File: src/rtl/stkseq_pkg.sv
package stkseq_pkg;

  typedef enum logic [3:0] {
    OP_PUSH_A = 4'd0,
    OP_PUSH_S = 4'd1,
    OP_PULL_A = 4'd2,
    OP_PULL_S = 4'd3,
    OP_CALL   = 4'd4,
    OP_RET    = 4'd5,
    OP_RETI   = 4'd6,
    OP_BRK    = 4'd7,
    OP_SP2X   = 4'd8,
    OP_X2SP   = 4'd9
  } stk_op_e;

  typedef enum logic [2:0] {WS_ACC, WS_STAT, WS_STATB, WS_RHI, WS_RLO} wsrc_e;
  typedef enum logic [1:0] {AS_STACK, AS_VLO, AS_VHI} asel_e;
  typedef enum logic [1:0] {CP_NONE, CP_DAT, CP_LO, CP_HI} cap_e;

  typedef struct packed {
    logic  wr;
    wsrc_e wsrc;
    logic  rd;
    asel_e asel;
    logic  sp_inc;
    logic  sp_dec;
    logic  sp_load;
    cap_e  cap;
    logic  last;
  } uop_t;

  localparam int FL_N = 7;
  localparam int FL_B = 4;
  localparam int FL_I = 2;
  localparam int FL_Z = 1;

  // Total cycles per command, counting the accept cycle as the first.
  function automatic logic [2:0] op_len(input logic [3:0] op);
    case (op)
      OP_PUSH_A, OP_PUSH_S:    return 3'd3;
      OP_PULL_A, OP_PULL_S:    return 3'd4;
      OP_CALL, OP_RET, OP_RETI: return 3'd6;
      OP_BRK:                  return 3'd7;
      default:                 return 3'd2;
    endcase
  endfunction

  function automatic logic [7:0] set_nz(input logic [7:0] st, input logic [7:0] v);
    logic [7:0] r;
    r       = st;
    r[FL_N] = v[7];
    r[FL_Z] = (v == 8'h00);
    return r;
  endfunction

endpackage

File: src/rtl/stkseq_ptr.sv
module stkseq_ptr #(
  parameter int          W    = 8,
  parameter logic [W-1:0] INIT = '1
) (
  input  logic         clk,
  input  logic         rst_n,
  input  logic         inc,
  input  logic         dec,
  input  logic         load,
  input  logic [W-1:0] load_val,
  output logic [W-1:0] ptr,
  output logic [W-1:0] ptr_plus1
);
  localparam logic [W-1:0] ONE = W'(1);

  assign ptr_plus1 = ptr + ONE;

  always_ff @(posedge clk) begin
    if (!rst_n)    ptr <= INIT;
    else if (load) ptr <= load_val;
    else if (inc)  ptr <= ptr_plus1;
    else if (dec)  ptr <= ptr - ONE;
  end
endmodule

File: src/rtl/stkseq_ucode.sv
module stkseq_ucode
  import stkseq_pkg::*;
(
  input  logic [3:0] op,
  input  logic [2:0] step,
  output uop_t       uop
);
  always_comb begin
    uop      = '0;
    uop.last = (step == op_len(op));
    case (op)
      OP_PUSH_A, OP_PUSH_S: begin
        if (step == 3'd2) begin
          uop.wr     = 1'b1;
          uop.wsrc   = (op == OP_PUSH_A) ? WS_ACC : WS_STAT;
          uop.sp_dec = 1'b1;
        end
      end
      OP_PULL_A, OP_PULL_S: begin
        if (step == 3'd2) begin
          uop.rd = 1'b1; uop.sp_inc = 1'b1;
        end
        if (step == 3'd3) uop.cap = CP_DAT;
      end
      OP_CALL: begin
        if (step == 3'd2 || step == 3'd3) begin
          uop.wr     = 1'b1;
          uop.wsrc   = (step == 3'd2) ? WS_RHI : WS_RLO;
          uop.sp_dec = 1'b1;
        end
      end
      OP_RET: begin
        if (step == 3'd2 || step == 3'd3) begin
          uop.rd = 1'b1; uop.sp_inc = 1'b1;
        end
        if (step == 3'd3) uop.cap = CP_LO;
        if (step == 3'd4) uop.cap = CP_HI;
      end
      OP_RETI: begin
        if (step >= 3'd2 && step <= 3'd4) begin
          uop.rd = 1'b1; uop.sp_inc = 1'b1;
        end
        if (step == 3'd3) uop.cap = CP_DAT;
        if (step == 3'd4) uop.cap = CP_LO;
        if (step == 3'd5) uop.cap = CP_HI;
      end
      OP_BRK: begin
        if (step >= 3'd2 && step <= 3'd4) begin
          uop.wr     = 1'b1;
          uop.sp_dec = 1'b1;
          uop.wsrc   = (step == 3'd2) ? WS_RHI : (step == 3'd3) ? WS_RLO : WS_STATB;
        end
        if (step == 3'd5) begin
          uop.rd = 1'b1; uop.asel = AS_VLO;
        end
        if (step == 3'd6) begin
          uop.rd = 1'b1; uop.asel = AS_VHI; uop.cap = CP_LO;
        end
      end
      OP_X2SP: if (step == 3'd2) uop.sp_load = 1'b1;
      default: ;
    endcase
  end
endmodule

File: src/rtl/stack_seq.sv
module stack_seq
  import stkseq_pkg::*;
#(
  parameter logic [7:0]  STACK_PAGE = 8'h01,
  parameter logic [7:0]  SP_INIT    = 8'hFF,
  parameter logic [15:0] VEC_ADDR   = 16'hFFFE
) (
  input  logic        clk,
  input  logic        rst_n,
  input  logic        cmd_valid,
  output logic        cmd_ready,
  input  logic [3:0]  cmd_op,
  input  logic [15:0] cmd_pc,
  input  logic [15:0] cmd_operand,
  input  logic [7:0]  cmd_acc,
  input  logic [7:0]  cmd_status,
  input  logic [7:0]  cmd_x,
  output logic        done,
  output logic        pc_we,
  output logic [15:0] pc_new,
  output logic        sr_we,
  output logic [7:0]  sr_new,
  output logic        acc_we,
  output logic [7:0]  acc_new,
  output logic        x_we,
  output logic [7:0]  x_new,
  output logic [7:0]  sp_out,
  output logic [15:0] mem_addr,
  output logic [7:0]  mem_wdata,
  output logic        mem_we,
  output logic        mem_re,
  input  logic [7:0]  mem_rdata
);
  localparam int            DW      = 8;
  localparam int            AW      = 16;
  localparam logic [AW-1:0] VEC_HI  = VEC_ADDR + AW'(1);
  localparam logic [AW-1:0] RET_OFS = AW'(2);

  logic          busy;
  logic [2:0]    step;
  logic [3:0]    op_q;
  logic [AW-1:0] pc_q, opnd_q, ret_addr;
  logic [DW-1:0] acc_q, st_q, x_q, dat_q, lo_q, hi_q;
  logic [DW-1:0] sp, sp_p1;
  uop_t          uop;

  stkseq_ucode u_ucode (.op(op_q), .step(step), .uop(uop));

  stkseq_ptr #(.W(DW), .INIT(SP_INIT)) u_ptr (
    .clk(clk), .rst_n(rst_n),
    .inc(busy & uop.sp_inc), .dec(busy & uop.sp_dec), .load(busy & uop.sp_load),
    .load_val(x_q), .ptr(sp), .ptr_plus1(sp_p1)
  );

  assign cmd_ready = !busy;
  assign done      = busy & uop.last;
  assign mem_we    = busy & uop.wr;
  assign mem_re    = busy & uop.rd;
  assign sp_out    = sp;
  assign ret_addr  = pc_q + RET_OFS;

  // Command acceptance and step sequencing
  always_ff @(posedge clk) begin
    if (!rst_n) begin
      busy <= 1'b0; step <= 3'd0; op_q <= 4'd0;
      pc_q <= '0; opnd_q <= '0; acc_q <= '0; st_q <= '0; x_q <= '0;
    end else if (!busy) begin
      if (cmd_valid) begin
        busy <= 1'b1; step <= 3'd2; op_q <= cmd_op;
        pc_q <= cmd_pc; opnd_q <= cmd_operand;
        acc_q <= cmd_acc; st_q <= cmd_status; x_q <= cmd_x;
      end
    end else if (uop.last) begin
      busy <= 1'b0;
    end else begin
      step <= step + 3'd1;
    end
  end

  // Read-data capture, one cycle after each read strobe
  always_ff @(posedge clk) begin
    if (!rst_n) begin
      dat_q <= '0; lo_q <= '0; hi_q <= '0;
    end else if (busy) begin
      case (uop.cap)
        CP_DAT:  dat_q <= mem_rdata;
        CP_LO:   lo_q  <= mem_rdata;
        CP_HI:   hi_q  <= mem_rdata;
        default: ;
      endcase
    end
  end

  always_comb begin
    if (uop.wr)                mem_addr = {STACK_PAGE, sp};
    else if (uop.asel == AS_VLO) mem_addr = VEC_ADDR;
    else if (uop.asel == AS_VHI) mem_addr = VEC_HI;
    else                       mem_addr = {STACK_PAGE, sp_p1};
    case (uop.wsrc)
      WS_ACC:   mem_wdata = acc_q;
      WS_STAT:  mem_wdata = st_q;
      WS_STATB: mem_wdata = st_q | (8'h01 << FL_B);
      WS_RHI:   mem_wdata = ret_addr[AW-1:DW];
      default:  mem_wdata = ret_addr[DW-1:0];
    endcase
  end

  // Result values, strobed only in the completing cycle
  always_comb begin
    pc_we = 1'b0; sr_we = 1'b0; acc_we = 1'b0; x_we = 1'b0;
    pc_new = '0; sr_new = st_q; acc_new = dat_q; x_new = sp;
    case (op_q)
      OP_PULL_A: begin acc_we = done; sr_we = done; sr_new = set_nz(st_q, dat_q); end
      OP_PULL_S: begin sr_we = done; sr_new = dat_q; end
      OP_CALL:   begin pc_we = done; pc_new = opnd_q; end
      OP_RET:    begin pc_we = done; pc_new = {hi_q, lo_q} + AW'(1); end
      OP_RETI:   begin pc_we = done; pc_new = {hi_q, lo_q}; sr_we = done; sr_new = dat_q; end
      OP_BRK:    begin
        pc_we = done; pc_new = {mem_rdata, lo_q};
        sr_we = done; sr_new = st_q | (8'h01 << FL_I);
      end
      OP_SP2X:   begin x_we = done; sr_we = done; sr_new = set_nz(st_q, sp); end
      default: ;
    endcase
  end
endmodule

File: config.mk
export PLATFORM = sky130hd
export DESIGN_NAME = stack_seq
export DESIGN_NICKNAME = d
export VERILOG_FILES = /design/src/rtl/stkseq_pkg.sv /design/src/rtl/stkseq_ptr.sv /design/src/rtl/stkseq_ucode.sv /design/src/rtl/stack_seq.sv
export SDC_FILE = /design/constraint.sdc
export NUM_CORES = 1
export LEC_CHECK = 0
export BUFFER_PORTS_ARGS = -buffer_cell sky130_fd_sc_hd__buf_4
export CAP_MARGIN = 20
export CORE_MARGIN = 1
export CORE_UTILIZATION = 58
export CTS_CLUSTER_SIZE = 24
export DETAILED_ROUTE_END_ITERATION = 8
export PLACE_DENSITY = 0.86
export SLEW_MARGIN = 0
export SYNTH_ARGS = -nofsm -noshare
export SYNTH_HDL_FRONTEND = slang
export SYNTH_HIERARCHICAL = 1
export SYNTH_SLANG_ARGS = --single-unit
File: constraint.sdc
create_clock -name clk -period 3.5 [get_ports clk]
set_input_delay 0.35 -clock clk [delete_from_list [all_inputs] [get_ports clk]]
set_output_delay 0.35 -clock clk [all_outputs]
set_load 0.02 [all_outputs]
### After elaboration in Yosys (flattened, before gate mapping)

Memories as Yosys holds them, arrays and structs flattened. A register that Yosys moved wholly into a read port is not among the register bits.
Cells that the tools add are included.

* register bits after elaboration: 96
* latch bits: 0
* RAM bits: 0
* memory bits (read-only): 24
* input port bits: 71
* output and inout bits: 80
* logic and storage cells: 117
* memories: 1

* $add $sub $neg: 5
* multipliers: 0
* divide/modulo/power cells: 0
* magnitude comparators: 2
* eq/ne operators: 24
* shift-type cells: 0
* muxes and demuxes: 47
* bitwise operators: 7
* reduce and logical (&&, ||, !) cells: 19

Memories
* (name not given): depth 8, width 3, rd ports 1, clocked after Yosys merged registers in 1, write ports 0, line stkseq_pkg.sv:39 `case (op)`

Operators with widths (number)
* $pmux 16 s4: 1
* $pmux 8 s4: 2
* $mux 16: 3
* $mux 3: 11
* $mux 8: 3
* $add 16x1->16 const B: 1
* $add 16x2->16 const B: 1
* $eq 4x3->1 const B: 4
* $logic_not 8->1: 2
* $mux 1: 13
* $eq 3x2->1 const B: 4
* $mux 2: 6
* $mux 4: 3
* $pmux 4 s3: 1
* $reduce_and 2->1: 5
* $eq 3x3->1 const B: 3
* $add 8x1->8 const B: 1
* $eq 4x2->1 const B: 2
* $eq 4x4->1 const B: 2
* $pmux 2 s4: 1
* $sub 8x1->8 const B: 1
* $and 1x1->1: 6
* $eq 2x2->1 const B: 3
* $pmux 1 s3: 2
* other kinds (20): 23

### Longest topological paths before layout

* depth after elaboration: 8
* gate-level depth with buffers: 11
* mapped depth without buffers: 8

### Cells and area by module

Netlist, hierarchy kept.

By module, submodules not included
* stack_seq: instances 1, cells each 643, area each 5046.1 sq um, sequential area each 1761.7 sq um
* stkseq_ptr: instances 1, cells each 81, area each 626.9 sq um, sequential area each 160.2 sq um
* stkseq_ucode: instances 1, cells each 65, area each 404.1 sq um, sequential area each 0.0 sq um

### Least setup slack after synthesis

No wires, ideal clock.

* kind: register -> output
* start point: register op_q[2]
* end point: output port mem_wdata[3]
* arrival: 2406 ps
* data required time: 3150 ps
* path slack: 744 ps
* cell stages (with the launch flop): 9
* path buffers: 1
* cells stage by stage: dfxtp_1 -> buf_2 -> xor2_1 -> nor2_1 -> a211oi_1 -> xor2_1 -> a221oi_1 -> a22o_1 -> a21oi_1

RTL lines
* from (decl): line stack_seq.sv:41 `logic [3:0] op_q;`
* from (signal assigned): line stack_seq.sv:65 `busy <= 1'b0; step <= 3'd0; op_q <= 4'd0;`
* from (signal assigned): line stack_seq.sv:69 `busy <= 1'b1; step <= 3'd2; op_q <= cmd_op;`
* to (decl): line stack_seq.sv:29 `output logic [7:0] mem_wdata,`

==> metrics.log <==
INFO  metric power_frac_clock = 0.308
INFO  metric residual_overflow_from_global_routing = 0
INFO  metric path_buf_inv = 2
INFO  metric totalWireLength = 17500 microns
INFO  metric placedCellCount = 1016
INFO  metric synthDistinctLibCells = 72
INFO  metric groute.layer.met1.usage = 0.430
INFO  metric cp_slowest_cell = sky130_fd_sc_hd__dfxtp_2
INFO  metric synthFlopType = sky130_fd_sc_hd__dfxtp_1
INFO  metric root_buffer = sky130_fd_sc_hd__clkbuf_8
INFO  metric finalNonFillerCells = 1031
INFO  metric cp.arrival = 2930 ps
INFO  metric global_route.peak_usage_layer = met2
INFO  metric drt_first_iter_violations = 558
INFO  metric swShare = 0.301
INFO  metric reg2reg_depth = 9
INFO  metric p_per_area = 358 mW/mm^2
INFO  metric worstSkewPairLatency = 360 ps
INFO  metric grt_start_max_net_pins = 77
INFO  metric num-nets-final = 969
INFO  metric syn_avg_cell_area = 7.70 sq um
INFO  metric p_sw = 792 uW
INFO  metric combinationalPowerShare = 0.226
INFO  metric final-hold-violation-count = 0
INFO  metric count_of_hold_fix_buffers_inserted_at_cts = 0
INFO  metric fin_crit = 3280 ps
INFO  metric gr-usage-met3 = 0.0796
INFO  metric synth_fp_nets = 867
INFO  metric synth_enable_flop_cells = 0
INFO  metric setup_viol_count_final = 0
INFO  metric worstSetupEndpointType = output port
INFO  metric yosysWarnings = 6
INFO  metric initial_antenna_violation_count = 0
INFO  metric fill_cells = 827
INFO  metric die_h = 104 microns
INFO  metric placement_rows = 37
INFO  metric max_stage_delay = 550 ps
INFO  metric synth-seq-cells = 96
INFO  metric cpLargestDelayFamily = simple AND/OR/NAND/NOR gates
INFO  metric drt_pre_antenna_iters = 6
INFO  metric synth.cell_area = 0.00608 sq mm
INFO  metric rsz0062_at_grt = no
INFO  metric die_area = 0.0109 sq mm
INFO  metric initial_core_util = 0.594
INFO  metric gp_congestion = 0.965
INFO  metric cts_clk_pin_slew_worst_paths = 90 ps
INFO  metric cpMostUsedCell = sky130_fd_sc_hd__nor3_1
INFO  metric tritoncts = yes
INFO  metric synthArstFlopShare = 0
INFO  metric grt_use_total = 0.320
INFO  metric tcrit_tclk_final = 0.936
INFO  metric detail_route.wl_per_cell = 17.0 microns
INFO  metric netlist_instances = 789
INFO  metric required = 3150 ps
INFO  metric die-width = 104 microns
INFO  metric status = finished clean
INFO  metric crit_path_cell_trace = nor2b_1 -> nand2_1 -> nor3_1 -> inv_1 -> ha_1 -> or2_2 -> nor3_1 -> a21oi_1 -> buf_4
INFO  metric timing_max_transition_violations_final = 0
INFO  metric cts_setup_buffers = 0
INFO  metric seq_power_share = 0.466
INFO  metric grt_first_pass_wirelength = 27800 microns
INFO  metric drc = 0
INFO  metric vias_per_cell = 5.89
INFO  metric ys_seq_area_frac = 0.316
INFO  metric timing_worst_setup_path_type = flop to output port
INFO  metric cellLeakagePower = 0.00311 uW
INFO  metric use_met2 = 0.493
INFO  metric clock_tree.buffer_depth = 2
INFO  metric insertedDiodeCount = 0
INFO  metric layout_cells_sized_above_1 = 0.227
INFO  metric numPortBuffers = 149
INFO  metric clock-skew-final = 8.96 ps
INFO  metric final_sum_of_negative_setup_slack = 0 ps
INFO  metric vias_in_the_first_global_route = 5500
INFO  metric worstSetupStartpointType = flop
INFO  metric clock_buffers_created_by_tritoncts = 9
INFO  metric cts.sink_count = 96
INFO  metric syn2layout_area_growth = 21.0%
INFO  metric max_slew_margin = 0.380
INFO  metric min_delay_path_depth = 3
INFO  metric cts_htree_levels = 3
INFO  metric timing.critical_path.fanout_max = 19
INFO  metric achievable_freq = 305 MHz
INFO  metric dpl.hpwl = 13000 microns
INFO  metric worst_ir_drop_vdd = 0.230 mV
INFO  metric internal_power = 1840 uW
INFO  metric ant_nets = 0
INFO  metric min-delay-path-class = input port to flop
INFO  metric cp.depth = 9
INFO  metric tightestPinTransition = 929 ps
INFO  metric io_pins = 151
INFO  metric routed_via_count = 6068
INFO  metric maxCapViolCount = 0
INFO  metric core_area = 0.0102 sq mm
[cell families after synthesis]
family	count (synthesis)	share of synthesized area
compound gates	167	0.196
mux	42	0.0702
other cells	1	0.000617
buf+inv	93	0.0735
flops	96	0.316
fa+ha+maj	7	0.0144
xor+xnor	29	0.0418
simple gates	354	0.288
[timing repair]
item                                    4_1_cts  5_1_grt
gates resized for setup                       0        4
endpoints found under the hold margin         0        0
endpoints found under the setup margin        0       21
[worst paths after layout]
| path | from | to | slack, ps |
|---|---|---|---|
| max reg2reg | op_q[0] | u_ptr/ptr[4] | 760 |
| max | op_q[2] | mem_addr[2] | 220 |
| min reg2reg | opnd_q[8] | opnd_q[8] | 470 |
| min | cmd_operand[8] | opnd_q[8] | 240 |
[state kept, by name, indices dropped and copies added (netlist names)]
| signal | flops |
|---|---|
| acc_new | 8 |
| acc_q | 8 |
| busy | 1 |
| hi_q | 8 |
| lo_q | 8 |
| op_q | 4 |
| opnd_q | 16 |
| pc_q | 16 |
| st_q | 8 |
| step | 3 |
| u_ptr/ptr | 8 |
| x_q | 8 |
[power groups by stage]
stage,registers (uW),logic (uW),clock network (uW)
floorplan,1210,389,0
global route,1230,646,866
finish,1230,595,810
global placement,1240,575,0
CTS,1220,590,822
detailed placement,1250,587,0
[metrics by stage]
stage	total power (uW)	setup slack, ps	cell area, sq um	utilization	hold slack, ps
after floorplan	1600	744	6080	-	443
after global placement	1820	588	7120	0.696	449
after detailed placement	1830	511	7120	0.696	458
after CTS	2630	97.5	7340	0.717	226
after global routing	2740	61.8	7350	0.719	226
final	2630	224	7350	0.719	239
[layer usage]
| metal | up-vias | routed length (microns) |
|---|---|---|
| met1 | 2790 | 7830 |
| met2 | 301 | 7720 |
| li1 | 2938 | - |
| met4 | 0 | 409 |
| met3 | 39 | 1590 |
| met5 | - | 0 |
[placed cells by master, fill, tap and decap left out, types with 8 or more instances in the layout]
| cell | n |
|---|---|
| sky130_fd_sc_hd__o211ai_1 | 13 |
| sky130_fd_sc_hd__clkbuf_8 | 10 |
| sky130_fd_sc_hd__a221oi_1 | 8 |
| sky130_fd_sc_hd__nand3_1 | 19 |
| sky130_fd_sc_hd__nand2_1 | 162 |
| sky130_fd_sc_hd__nor2_1 | 41 |
| sky130_fd_sc_hd__dfxtp_1 | 95 |
| sky130_fd_sc_hd__a21boi_0 | 60 |
| sky130_fd_sc_hd__xor2_1 | 10 |
| sky130_fd_sc_hd__buf_4 | 162 |
| sky130_fd_sc_hd__o21ai_0 | 17 |
| sky130_fd_sc_hd__and2_1 | 12 |
| sky130_fd_sc_hd__mux2i_1 | 37 |
| sky130_fd_sc_hd__nor3_1 | 18 |
| sky130_fd_sc_hd__a21oi_1 | 29 |
| sky130_fd_sc_hd__nor4_1 | 11 |
| sky130_fd_sc_hd__inv_1 | 22 |
| sky130_fd_sc_hd__xnor2_1 | 18 |
| sky130_fd_sc_hd__nand4_1 | 10 |
| sky130_fd_sc_hd__nor2b_1 | 28 |
[cells in the mapped netlist, drive strengths merged (3+ instances only)]
cell	count	area [sq um]
nand2	162	608
o211ai	13	97.6
mux2	5	56.3
ha	7	87.6
dfxtp	96	1920
nand3	20	105
nor3b	6	45.0
a21oi	29	145
clkbuf	41	155
or4b	3	30.0
inv	22	82.6
buf	29	199
o32ai	3	26.3
nor3	18	90.1
nor4	11	68.8
xor2	11	96.3
nand3b	7	52.6
or3	3	23.8
and2	12	75.1
or4	5	41.3
a221oi	8	70.1
a221o	3	31.3
nand2b	8	50.1
o21ai	17	85.1
a211oi	3	27.5
nand4	10	62.6
and3	5	33.8
mux2i	37	370
nor2b	30	188
xnor2	18	158
nor2	41	154
a22oi	7	52.6
o22ai	5	37.5
a21boi	60	450
[cell type report]
type                       count  area, sq um  share of cell area
multi-input combinational    600         3740               0.509
tap                          136          170              0.0231
clock buffer                  11          141              0.0192
timing repair buffer         162         1220               0.165
clock inverter                 4         77.6              0.0106
sequential                    96         1920               0.262
inverter                      22         82.6              0.0112
[worst min-delay path: stages]
cell and delay (ps):
sky130_fd_sc_hd__buf_4 110, sky130_fd_sc_hd__nand2_1 40, sky130_fd_sc_hd__a21boi_0 60
No activity file was read; power rests on OpenSTA's default activity.
